<file path="src/rtl/flash_wp_pkg.sv">
package flash_wp_pkg;
  localparam int OP_W        = 8;
  localparam logic [OP_W-1:0] OP_WREN = 8'h06;
  localparam logic [OP_W-1:0] OP_WRR  = 8'h01;
  localparam int REG_W       = 8;
  localparam int QUAD_BIT    = 1;
  localparam int LOCK_BIT    = REG_W - 1;
  localparam int WEL_BIT     = 1;
  localparam logic [REG_W-1:0] SR_WRITE_MASK = 8'hFC;
endpackage

</file>
<file path="src/rtl/flash_wp_spi_rx.sv">
module flash_wp_spi_rx
  import flash_wp_pkg::*;
#(
  parameter int SYNC_STAGES = 2,
  parameter int DATA_W      = REG_W
) (
  input  logic              clk,
  input  logic              rst_n,
  input  logic              sck_i,
  input  logic              cs_n_i,
  input  logic              si_i,
  input  logic              wp_n_i,
  output logic              wren_o,
  output logic              wrr_o,
  output logic [DATA_W-1:0] sr_data_o,
  output logic [DATA_W-1:0] cr_data_o,
  output logic              wp_n_o
);
  localparam int FRAME_BITS = OP_W + 2 * DATA_W;
  localparam int CNT_W      = $clog2(FRAME_BITS + 2);
  localparam logic [CNT_W-1:0] CNT_MAX  = CNT_W'(FRAME_BITS + 1);
  localparam logic [CNT_W-1:0] CNT_OP   = CNT_W'(OP_W);
  localparam logic [CNT_W-1:0] CNT_FULL = CNT_W'(FRAME_BITS);
  localparam logic [3:0] PIN_IDLE = 4'b0101; // {sck, cs_n, si, wp_n}

  logic [3:0] stg [SYNC_STAGES];

  always_ff @(posedge clk or negedge rst_n) begin
    if (!rst_n) stg[0] <= PIN_IDLE;
    else        stg[0] <= {sck_i, cs_n_i, si_i, wp_n_i};
  end

  for (genvar g = 1; g < SYNC_STAGES; g++) begin : g_sync
    always_ff @(posedge clk or negedge rst_n) begin
      if (!rst_n) stg[g] <= PIN_IDLE;
      else        stg[g] <= stg[g-1];
    end
  end

  logic s_sck, s_cs, s_si;
  assign {s_sck, s_cs, s_si, wp_n_o} = stg[SYNC_STAGES-1];

  logic sck_d, cs_d;
  logic [CNT_W-1:0] cnt;
  logic [FRAME_BITS-1:0] shreg;
  logic sck_rise, cs_rise;

  assign sck_rise = s_sck & ~sck_d;
  assign cs_rise  = s_cs & ~cs_d;

  always_ff @(posedge clk or negedge rst_n) begin
    if (!rst_n) begin
      sck_d <= 1'b0;
      cs_d  <= 1'b1;
      cnt   <= '0;
      shreg <= '0;
    end else begin
      sck_d <= s_sck;
      cs_d  <= s_cs;
      if (s_cs) begin
        cnt <= '0;
      end else if (sck_rise) begin
        shreg <= {shreg[FRAME_BITS-2:0], s_si};
        if (cnt != CNT_MAX) cnt <= cnt + 1'b1;
      end
    end
  end

  always_ff @(posedge clk or negedge rst_n) begin
    if (!rst_n) begin
      wren_o    <= 1'b0;
      wrr_o     <= 1'b0;
      sr_data_o <= '0;
      cr_data_o <= '0;
    end else begin
      wren_o    <= cs_rise && (cnt == CNT_OP) && (shreg[OP_W-1:0] == OP_WREN);
      wrr_o     <= cs_rise && (cnt == CNT_FULL) && (shreg[FRAME_BITS-1 -: OP_W] == OP_WRR);
      sr_data_o <= shreg[2*DATA_W-1 -: DATA_W];
      cr_data_o <= shreg[DATA_W-1:0];
    end
  end

  AST_ONE_COMMAND: assert property (@(posedge clk) disable iff (!rst_n)
    $onehot0({wren_o, wrr_o}));

  AST_COMMAND_IS_PULSE: assert property (@(posedge clk) disable iff (!rst_n)
    wrr_o |=> !wrr_o);
endmodule

</file>
<file path="src/rtl/flash_wp_regs.sv">
module flash_wp_regs
  import flash_wp_pkg::*;
(
  input  logic             clk,
  input  logic             rst_n,
  input  logic             wren_i,
  input  logic             wrr_i,
  input  logic [REG_W-1:0] sr_data_i,
  input  logic [REG_W-1:0] cr_data_i,
  input  logic             wp_n_i,
  output logic [REG_W-1:0] status_o,
  output logic [REG_W-1:0] config_o,
  output logic             hw_protect_o
);
  logic [REG_W-1:0] sr_q, cr_q;
  logic             wel;
  logic             locked;
  logic             take_write;

  assign locked       = sr_q[LOCK_BIT] & ~wp_n_i & ~cr_q[QUAD_BIT];
  assign take_write   = wrr_i & wel & ~locked;
  assign hw_protect_o = locked;
  assign status_o     = sr_q | (REG_W'(wel) << WEL_BIT);
  assign config_o     = cr_q;

  always_ff @(posedge clk or negedge rst_n) begin
    if (!rst_n) begin
      sr_q <= '0;
      cr_q <= '0;
      wel  <= 1'b0;
    end else begin
      if (take_write) begin
        sr_q <= sr_data_i & SR_WRITE_MASK;
        cr_q <= cr_data_i;
      end
      if (wrr_i)       wel <= 1'b0;
      else if (wren_i) wel <= 1'b1;
    end
  end

  AST_LOCK_FREEZES: assert property (@(posedge clk) disable iff (!rst_n)
    locked |=> $stable(sr_q) && $stable(cr_q));

  AST_NO_WEL_NO_WRITE: assert property (@(posedge clk) disable iff (!rst_n)
    (!wel && !wren_i) |=> $stable(sr_q) && $stable(cr_q));

  AST_WEL_DROPS: assert property (@(posedge clk) disable iff (!rst_n)
    wrr_i |=> !status_o[WEL_BIT]);

  AST_WEL_RISES: assert property (@(posedge clk) disable iff (!rst_n)
    (wren_i && !wrr_i) |=> status_o[WEL_BIT]);

  AST_UNLOCK_BY_PIN: assert property (@(posedge clk) disable iff (!rst_n)
    $fell(hw_protect_o) |-> wp_n_i);

  AST_QUAD_UNLOCKED: assert property (@(posedge clk) disable iff (!rst_n)
    $rose(cr_q[QUAD_BIT]) |-> !$past(locked));
endmodule

</file>
<file path="src/rtl/flash_wp_ctrl.sv">
module flash_wp_ctrl
  import flash_wp_pkg::*;
#(
  parameter int SYNC_STAGES = 2
) (
  input  logic             clk,
  input  logic             rst_n,
  input  logic             sck_i,
  input  logic             cs_n_i,
  input  logic             si_i,
  input  logic             wp_n_i,
  output logic [REG_W-1:0] status_o,
  output logic [REG_W-1:0] config_o,
  output logic             hw_protect_o
);
  logic             wren, wrr, wp_n_s;
  logic [REG_W-1:0] sr_data, cr_data;

  flash_wp_spi_rx #(.SYNC_STAGES(SYNC_STAGES), .DATA_W(REG_W)) u_rx (
    .clk       (clk),
    .rst_n     (rst_n),
    .sck_i     (sck_i),
    .cs_n_i    (cs_n_i),
    .si_i      (si_i),
    .wp_n_i    (wp_n_i),
    .wren_o    (wren),
    .wrr_o     (wrr),
    .sr_data_o (sr_data),
    .cr_data_o (cr_data),
    .wp_n_o    (wp_n_s)
  );

  flash_wp_regs u_regs (
    .clk          (clk),
    .rst_n        (rst_n),
    .wren_i       (wren),
    .wrr_i        (wrr),
    .sr_data_i    (sr_data),
    .cr_data_i    (cr_data),
    .wp_n_i       (wp_n_s),
    .status_o     (status_o),
    .config_o     (config_o),
    .hw_protect_o (hw_protect_o)
  );
endmodule

</file>
<file path="config.mk">
export PLATFORM = sky130hd
export DESIGN_NAME = flash_wp_ctrl
export DESIGN_NICKNAME = d
export VERILOG_FILES = /design/src/rtl/flash_wp_pkg.sv /design/src/rtl/flash_wp_spi_rx.sv /design/src/rtl/flash_wp_regs.sv /design/src/rtl/flash_wp_ctrl.sv
export SDC_FILE = /design/constraint.sdc
export NUM_CORES = 1
export LEC_CHECK = 0
export ABC_AREA = 1
export ABC_CLOCK_PERIOD_IN_PS = 3300
export BUFFER_PORTS_ARGS = -buffer_cell sky130_fd_sc_hd__buf_2
export CORE_MARGIN = 3
export CORE_UTILIZATION = 35
export DETAILED_ROUTE_END_ITERATION = 12
export RECOVER_POWER = 50
export SYNTH_ARGS = -nofsm -noshare
export SYNTH_HDL_FRONTEND = slang
export SYNTH_SLANG_ARGS = --single-unit
</file>
<file path="constraint.sdc">
create_clock -name clk -period 3.3 [get_ports clk]
set_clock_uncertainty 0.05 [all_clocks]
set_input_delay 0.165 -clock clk [delete_from_list [all_inputs] [get_ports clk]]
set_output_delay 0.165 -clock clk [all_outputs]
set_load 0.05 [all_outputs]
</file>
==> results.toml, run 1 <==
[timing]
worst_pin_slew_ns = 0.953
slew_violations = 0
slew_headroom_pct = 36.5
tns_ns = 0
finalHoldViolCount = 0
setup_viol = 0
fin_crit_sh_pct = 55.6
fmax_mhz = 545
grt_setup_unrepaired = "no"
fin_crit_ns = 1.83

[place]
place_congestion = 0.715
port_buffers = 21
placed_cells_incl_taps = 366
dp_hpwl_um = 2870
place_area_um2 = 2890

[yosys]
synthTopCellsByCount = "dfrtp_1 (65), nand2_1 (63), inv_1 (33)"
syn_inst = 255
ys_types = 25
synth_seq_cells = 70
syn_area_per_cell_um2 = 10.7
yosysSeqAreaShare_pct = 64.2
synth_nets = 264
yosysWarnings = 0
synth_area_um2 = 2740
synth_ff_type = "dfrtp_1"
synth.most_common_cell = "dfrtp_1"
ys_async_sr_fraction_pct = 100
yosysTopAreaCellShare_pct = 59.4
synth_top_cell_by_area = "dfrtp_1"
synth_edf_count = 0
synth_area_leaders = "dfrtp_1 (59%), nand2_1 (8.6%), o21ai_2 (6.7%)"

[pwr]
peakVddDrop_mv = 0.252
total_power_mw = 1.95
pwr_density_cell_nw_per_um2 = 621
leakage_nw = 1.53

[detailed_routing]
ant_nets = 0
dr.pass1.iters = 4
via_per_inst = 4.33
num_vias = 1673
wirelength_um = 4220
drcViolationCount = 0
wire_per_inst_um = 10.9
drtIter0Drc = 63

[clock_tree]
cts_setup_buffers = 0
clock-sinks = 70
h-tree-depth = 3
cts.path.max_buffers = 2
clk_pin_slew_ns = 0.07
clock_latency_ns = 0.33
cts_root_buffer = "clkbuf_8"
cts_buffers = 9
ctsResizeCount = 0
cts_hold_buf = 5
cts_tree = "done"

[worst_hold_path]
min_path_type = "reg -> reg"
min_from = "u_rx.stg[7]"

[cells_and_area]
layout.nets = 292
num_antenna_cells = 0
stdcell_area_um2 = 3140
drive_gt1_share_pct = 20.6
utilization_pct = 42.4
syn_to_final_growth_pct = 14.6
finalNonFillerCells = 386
fill_cells = 732

[die]
core_area_um2 = 7410
rows = 31
start_util_pct = 37.0
die_height_um = 94.5
die_w_um = 94.5
io_pins = 23
dieArea_um2 = 8930

[job]
drv_cap = 0

[worst_setup_path]
cp_data_required_time_ns = 3.63
critPathLaunch = "rst_n"
r2r-start = "u_rx.sck_d"
end_kind = "asynchronous set/reset pin"
worst-setup-path-type = "in -> async"
cp_max_fo = 32
cp.arrival_ns = 2.16
critPathLaunchType = "input pin"

[global_routing]
grt_max_degree = 36
track_usage_pct = 10.4
grt_pass1_vias = 1539
gr-total-overflow = 0
antenna_found_initial = 0
grt_pass1_wl_um = 7040

[outcome]
status = "complete, no violations"
-- per-layer routing --
| layer | wire (um) | track usage (%) | up-vias | share of wire, % |
|---|---|---|---|---|
| met5 | 0 | 0 | - | 0 |
| met4 | 34 | 2.88 | 0 | 0.81 |
| met3 | 252 | 5.26 | 4 | 6.0 |
| met2 | 1940 | 16.5 | 36 | 46 |
| met1 | 1990 | 12.5 | 779 | 47 |
| li1 | - | - | 854 | - |
-- cells by family after synthesis --
| family | count (synthesis) | synth area share [%] |
|---|---|---|
| fa+ha+maj | 3 | 1.37 |
| buf+inv | 45 | 8.13 |
| flops | 70 | 64.2 |
| other cells | 1 | 0.137 |
| compound gates | 31 | 9.13 |
| simple gates | 105 | 17.1 |
-- power breakdown --
group	leakage (nW)	internal (mW)	switching [mW]
registers	0.906	0.968	0.0660
clock network	0.105	0.443	0.302
logic	0.523	0.0596	0.111
-- final timing paths --
kind	cells past startpoint	slack [ns]	endpoint
max reg2reg	4	1.79	u_rx.shreg[21]
max	3	1.47	u_rx.shreg[0]
min	0	0.30	u_rx.s_sck
min reg2reg	0	0.30	u_rx.s_sck
max in group clk	4	1.79	u_rx.shreg[21]
min in group asynchronous	2	0.44	u_regs.config_o[6]
-- through the flow --
stage	worst slack, ns	hold slack (ns)
6_report	1.47	0.299
5_1_grt	1.07	0.316
4_1_cts	1.79	0.232
3_5_place_dp	1.82	0.0659
3_3_place_gp	1.85	0.0674
2_1_floorplan	1.88	-0.181
-- sequential cells by signal (all words and copies together) (netlist names) --
name and cells:
u_rx.sr_data_o 6, u_rx.s_si 1, u_rx.sck_d 1, u_regs.config_o 8, u_rx.s_cs 1, u_rx.cnt 5, u_rx.wp_n_o 1, u_rx.cs_d 1
u_rx.wrr_o 1, u_regs.sr_q 6, u_regs.wel 1, u_rx.s_sck 1, u_rx.wren_o 1, u_rx.stg 4, u_rx.shreg 24, u_rx.cr_data_o 8
-- critical path, stage by stage --
cell and delay [ns]:
dlygate4sd3_1 0.52, clkbuf_1 0.71, clkbuf_2 0.75
-- cell type report --
class	count	area, um2	area share (%)
Sequential cell	70	1760	56.0
Multi-Input combinational cell	140	759	24.2
Timing Repair Buffer	28	150	4.78
Clock buffer	10	138	4.38
Inverter	34	128	4.06
Tap cell	99	124	3.94
Clock inverter	5	83.8	2.67
-- cells in the final DEF (no fill, tap or decap) --
master / Yosys / routed
nand2_1: 63 / 63
nand3_4: 1 / 1
buf_2: 4 / 7
nor2_1: 10 / 10
o21ai_0: 1 / 1
nand2_2: 1 / 1
clkbuf_2: 0 / 1
nor2_4: 1 / 1
dfstp_1: 0 / 1
inv_2: 1 / 1
clkbuf_8: 0 / 10
nand2_4: 1 / 1
nand4_1: 5 / 5
inv_1: 33 / 33
dfstp_2: 5 / 4
o21ai_1: 4 / 4
or2_2: 1 / 1
dfrtp_1: 65 / 65
clkbuf_1: 0 / 14
conb_1: 1 / 1
a21oi_2: 4 / 4
ha_1: 3 / 3
nor3_1: 5 / 5
bufinv_16: 0 / 2
a31oi_1: 1 / 1
clkinv_4: 0 / 1
o21ai_2: 21 / 21
clkinvlp_4: 0 / 2
buf_4: 2 / 1
dlygate4sd3_1: 0 / 5
nand3_1: 17 / 17
Note: power is estimated with default switching activity, not from simulation.
==> run 2, diff against run 1 <==
Settings changed: ABC_AREA 1 to 0, ABC_CLOCK_PERIOD_IN_PS 3300 to 1900.
Clock period 3.3 ns to 1.9 ns, I/O delays scaled along.
==> run 2 against run 1 <==
Die area decreased by 5.1%. Final area decreased by 3.6%. Non-clock buffer count rose by 1. Clock power grew 44%.
==> results.toml, run 2 <==
[outcome]
status = "complete, no violations"

[cells_and_area]
multi_input_area_um2 = 766
largest_register_ff_count = 24
final_common_cell = "dfrtp_1"
fill_cells = 654
register_area_um2 = 1760
final_cell_mix = "dfrtp_1 (63), mux2_2 (30), buf_2 (20), mux2_4 (10), clkbuf_8 (10)"
layout.nets = 200
num_antenna_cells = 0
stdcell_area_um2 = 3030
syn_to_final_growth_pct = 16.9
drive_gt1_share_pct = 45.9
regMostFlops = "u_rx.shreg"

[pwr]
pwr_density_cell_nw_per_um2 = 996
leakage_nw = 1.46
power_switching_share_pct = 24.4
peakVddDrop_mv = 0.378
p_int_mw = 2.28
comb_power_share_pct = 6.1
switchingPower_mw = 0.737
clockPowerShare_pct = 35.4
seq_power_share_pct = 58.5

[worst_setup_path]
slowest_delay_ns = 0.55
critPathLaunchType = "flip-flop"
slowest_stage = "dfstp_2"
worst-setup-path-type = "reg -> reg"
cp.arrival_ns = 1.74
critical-path-top-delay-family = "flip-flops"
critPathBufInv = 0
end_kind = "flip-flop"
cp_max_fo = 14
cp_cell_sequence = "nor3b_4 -> nor2_4 -> mux2_2"
cp_data_required_time_ns = 2.07

[yosys]
synth_area_um2 = 2590
syn_area_per_cell_um2 = 16.5
synth_seq_cells = 70
synth_ff_type = "dfrtp_1"
synth.most_common_cell = "dfrtp_1"
synth_edf_count = 0
yosysWarnings = 0
yosysSeqAreaShare_pct = 67.9
synth_area_leaders = "dfrtp_1 (63%), mux2_2 (13%), mux2_4 (5.8%)"
ys_async_sr_fraction_pct = 100
synth_top_cell_by_area = "dfrtp_1"
ys_types = 29
yosysTopAreaCellShare_pct = 62.8
synth_nets = 166
synthTopCellsByCount = "dfrtp_1 (65), mux2_2 (30), mux2_4 (10)"
syn_inst = 157

[timing]
fmax_mhz = 634
fin_crit_sh_pct = 83.0
fin_crit_ns = 1.58
worst_pin_slew_ns = 0.819
holdWs_ns = 0.301
finalHoldViolCount = 0
setup_viol = 0
slew_violations = 0
slew_headroom_pct = 45.4
grt_setup_unrepaired = "no"
tns_ns = 0

[clock_tree]
clock_latency_ns = 0.33
cts_tree = "done"
h-tree-depth = 3
cts_hold_buf = 5
cts.path.max_buffers = 2
clk_pin_slew_ns = 0.07
cts_setup_buffers = 0
clock-sinks = 70
cts_buffers = 9
cts_root_buffer = "clkbuf_8"
ctsResizeCount = 0

[detailed_routing]
drtIter0Drc = 41
drcViolationCount = 0
ant_nets = 0
num_vias = 1248
via_per_inst = 4.27
dr.pass1.iters = 2
wire_per_inst_um = 12.2
wirelength_um = 3550

[die]
start_util_pct = 37.1
io_pins = 23
die_w_um = 92.0
die_height_um = 92.0
dieArea_um2 = 8470
core_area_um2 = 6980
rows = 30

[global_routing]
antenna_found_initial = 0
grt_pass1_vias = 1268
track_usage_pct = 9.60
gr-total-overflow = 0
grt_max_degree = 35
grt_pass1_wl_um = 6170

[worst_hold_path]
min_path_type = "reg -> reg"

[place]
place_congestion = 0.641
dp_hpwl_um = 2370
port_buffers = 21
place_area_um2 = 2800

[job]
drv_cap = 0
==> run 2: cell types whose count changed after synthesis, moves of 5 or more <==
cell,change
nand2_1,-59
inv_1,-30
mux2_2,+30
nand3_1,-16
nor3_1,-5
o21ai_2,-21
nor2_1,-5
mux2_4,+10
==> run 2: layout make-up <==
type                    count  share of cell area, %
inverters                   3                  0.372
repair buffers             29                   6.16
multi-input cells          78                   25.3
well taps                  96                   3.97
clock buffers              10                   4.55
flip-flops and latches     70                   58.1
clock inverters             6                   1.53
==> run 2: worst paths after layout <==
path	startpoint	slack, ns	end	cells after the start
max	u_rx.wp_n_o	0.32	u_regs.config_o[7]	3
min	u_rx.stg[5]	0.30	u_rx.s_si	0
max reg2reg	u_rx.wp_n_o	0.32	u_regs.config_o[7]	3
min reg2reg	u_rx.stg[5]	0.30	u_rx.s_si	0
max in group asynchronous	rst_n	0.44	u_rx.cs_d	3
min in group asynchronous	rst_n	0.32	u_regs.config_o[6]	2
==> run 2: through the flow <==
step,utilization (%),setup slack [ns],total power [mW],cells
6_report,43.4,0.324,3.01,292
4_1_cts,43.4,0.300,3.07,292
3_5_place_dp,40.1,0.314,1.98,271
5_1_grt,43.4,0.199,3.19,292
2_1_floorplan,-,0.0107,1.89,157
3_3_place_gp,40.1,0.343,1.97,271
==> run 2: logic make-up (layout without fill, tap and decap cells) <==
logic type / count (synthesis) / count (layout) / synth area share [%]
adders and majority gates: 3 / 3 / 1.45
and+or+nand+nor: 29 / 29 / 7.49
buffers and inverters: 9 / 48 / 2.56
other: 1 / 1 / 0.145
DFF: 70 / 70 / 67.9
muxes: 41 / 41 / 19.2
AOI/OAI and AO/OA: 4 / 4 / 1.26
==> run 2: power by group through the flow <==
stage	Combinational (mW)	Sequential (mW)	Clock, mW
floorplan	0.132	1.75	0
CTS	0.191	1.77	1.11
global route	0.208	1.79	1.19
global placement	0.176	1.79	0
finish	0.184	1.76	1.07
detailed placement	0.182	1.80	0
==> run 2: per-layer routing <==
layer  wire (um)  GRT usage [%]  vias up
met3         209           5.66        7
met5           0              0        -
met2        1510           13.1       27
met1        1780           12.6      605
met4          53           3.34        0
li1            -              -      609
==> run 3, diff against run 2 <==
Settings changed: ABC_CLOCK_PERIOD_IN_PS 1900 to 1500.
Clock period 1.9 ns to 1.5 ns, I/O delays scaled along.
==> run 3 against run 2 <==
Via count increased by 5.2%. Wire length is 2.4% lower. Non-clock buffer count rose by 3. Sequential power is 27% higher. Clock power is 50% higher. Hold slack about the same. Global-route usage increased by 0.15 points. Combinational power increased by 29%. Final area grew 2.4%. Final cell count increased by 1.0%. Die area unchanged. Utilization rose by 1.0 points. Largest power group unchanged. Highest routed layer unchanged.
==> results.toml, run 3 (synthesized netlist as in run 2, its figures left out) <==
[die]
start_util_pct = 37.1
die_w_um = 92.0
rows = 30
core_area_um2 = 6980
io_pins = 23
dieArea_um2 = 8470
die_height_um = 92.0

[detailed_routing]
wirelength_um = 3470
dr.pass1.iters = 4
via_per_inst = 4.45
num_vias = 1313
wire_per_inst_um = 11.8
drtIter0Drc = 43
ant_nets = 0
drcViolationCount = 0

[timing]
fin_crit_ns = 1.42
setup_viol = 0
fin_crit_sh_pct = 94.7
tns_ns = 0
grt_setup_unrepaired = "no"
worst_pin_slew_ns = 0.901
slew_headroom_pct = 39.9
setup_ws_ns = 0.0795
fmax_mhz = 704
finalHoldViolCount = 0
slew_violations = 0

[clock_tree]
cts_root_buffer = "clkbuf_8"
h-tree-depth = 3
cts_tree = "done"
clock_latency_ns = 0.33
cts_setup_buffers = 0
clk_pin_slew_ns = 0.07
cts_buffers = 9
clock-sinks = 70
cts.path.max_buffers = 2

[pwr]
power_switching_share_pct = 21.0
pwr_density_cell_nw_per_um2 = 1310
switchingPower_mw = 0.854
comb_power_share_pct = 5.8
peakVddDrop_mv = 0.459
clockPowerShare_pct = 39.4
seq_power_share_pct = 54.8
p_int_mw = 3.21
leakage_nw = 1.50

[global_routing]
antenna_found_initial = 0
grt_pass1_vias = 1346
track_usage_pct = 9.75
grt_pass1_wl_um = 6320
gr-total-overflow = 0
grt_max_degree = 71

[cells_and_area]
drive_gt1_share_pct = 46.7
layout.nets = 203
largest_register_ff_count = 24
num_antenna_cells = 0
regMostFlops = "u_rx.shreg"
final_cell_mix = "dfrtp_1 (63), mux2_2 (30), buf_2 (20), mux2_4 (10), clkbuf_8 (10)"
final_common_cell = "dfrtp_1"
syn_to_final_growth_pct = 19.7

[job]
drv_cap = 0

[worst_hold_path]
whs_path_depth = 0
min_path_type = "reg -> reg"

[worst_setup_path]
slowest_stage = "dfrtp_2"
end_kind = "output pin"
worst-setup-path-type = "reg -> out"
critPathLaunchType = "flip-flop"
cp.arrival_ns = 1.30
cp_max_fo = 3
cp_cell_sequence = "nor3b_4 -> clkbuf_4"
cp_data_required_time_ns = 1.37
r2r.worst_path.cells = 3
slowest_delay_ns = 0.43

[place]
dp_hpwl_um = 2260
port_buffers = 21
place_ws_ns = 0.100
place_congestion = 0.656

[outcome]
status = "complete, no violations"
run 3: final timing paths:
path,from,slack [ns],endpoint
max,u_regs.config_o[1],0.08,hw_protect_o
min,u_rx.stg[7],0.30,u_rx.s_sck
max reg2reg,u_rx.cnt[0],0.11,u_rx.cnt[0]
min reg2reg,u_rx.stg[7],0.30,u_rx.s_sck
max in group asynchronous,rst_n,0.28,u_regs.config_o[1]
min in group asynchronous,rst_n,0.49,u_rx.sr_data_o[5]
run 3: power by group through the flow:
stage | sequential (mW) | combinational, mW | clock (mW)
2_1_floorplan | 2.22 | 0.168 | 0
3_3_place_gp | 2.26 | 0.235 | 0
3_5_place_dp | 2.27 | 0.239 | 0
4_1_cts | 2.23 | 0.251 | 1.67
5_1_grt | 2.26 | 0.271 | 1.75
6_report | 2.23 | 0.238 | 1.60
run 3: per-layer routing:
metal	global-route usage (%)	routed length [um]	vias up
met1	11.6	1610	664
met4	4.46	59	0
met5	0	0	-
met2	14.7	1620	25
met3	5.00	180	5
li1	-	-	619
run 3: critical path: cells and delay by family (launching register included):
kind / cells / cell delay (ns)
flops: 1 / 0.43
buf+inv: 1 / 0.28
simple gates: 1 / 0.26
run 3: what timing repair did:
item	in CTS	in global routing
gates resized for setup	0	1
hold buffers	5	0
hold endpoints to repair	71	0
setup endpoints to repair	0	1
run 3: area by class of cell:
| type | count | area [um2] |
|---|---|---|
| multi-input cells | 78 | 766 |
| inverters | 3 | 11.3 |
| clock buffers | 12 | 145 |
| clock inverters | 4 | 70.1 |
| well taps | 96 | 120 |
| flip-flops and latches | 70 | 1760 |
| fillers | 647 | 3880 |
| repair buffers | 32 | 228 |
run 3: per-stage QoR:
stage	hold slack [ns]	cell area [um2]	instances	util [%]	power (mW)
4_1_cts	0.254	3110	295	44.6	4.15
5_1_grt	0.309	3100	295	44.4	4.28
2_1_floorplan	-0.271	2590	157	-	2.39
3_5_place_dp	0.0764	2850	274	40.8	2.51
3_3_place_gp	0.0797	2850	274	40.8	2.49
6_report	0.301	3100	295	44.4	4.07
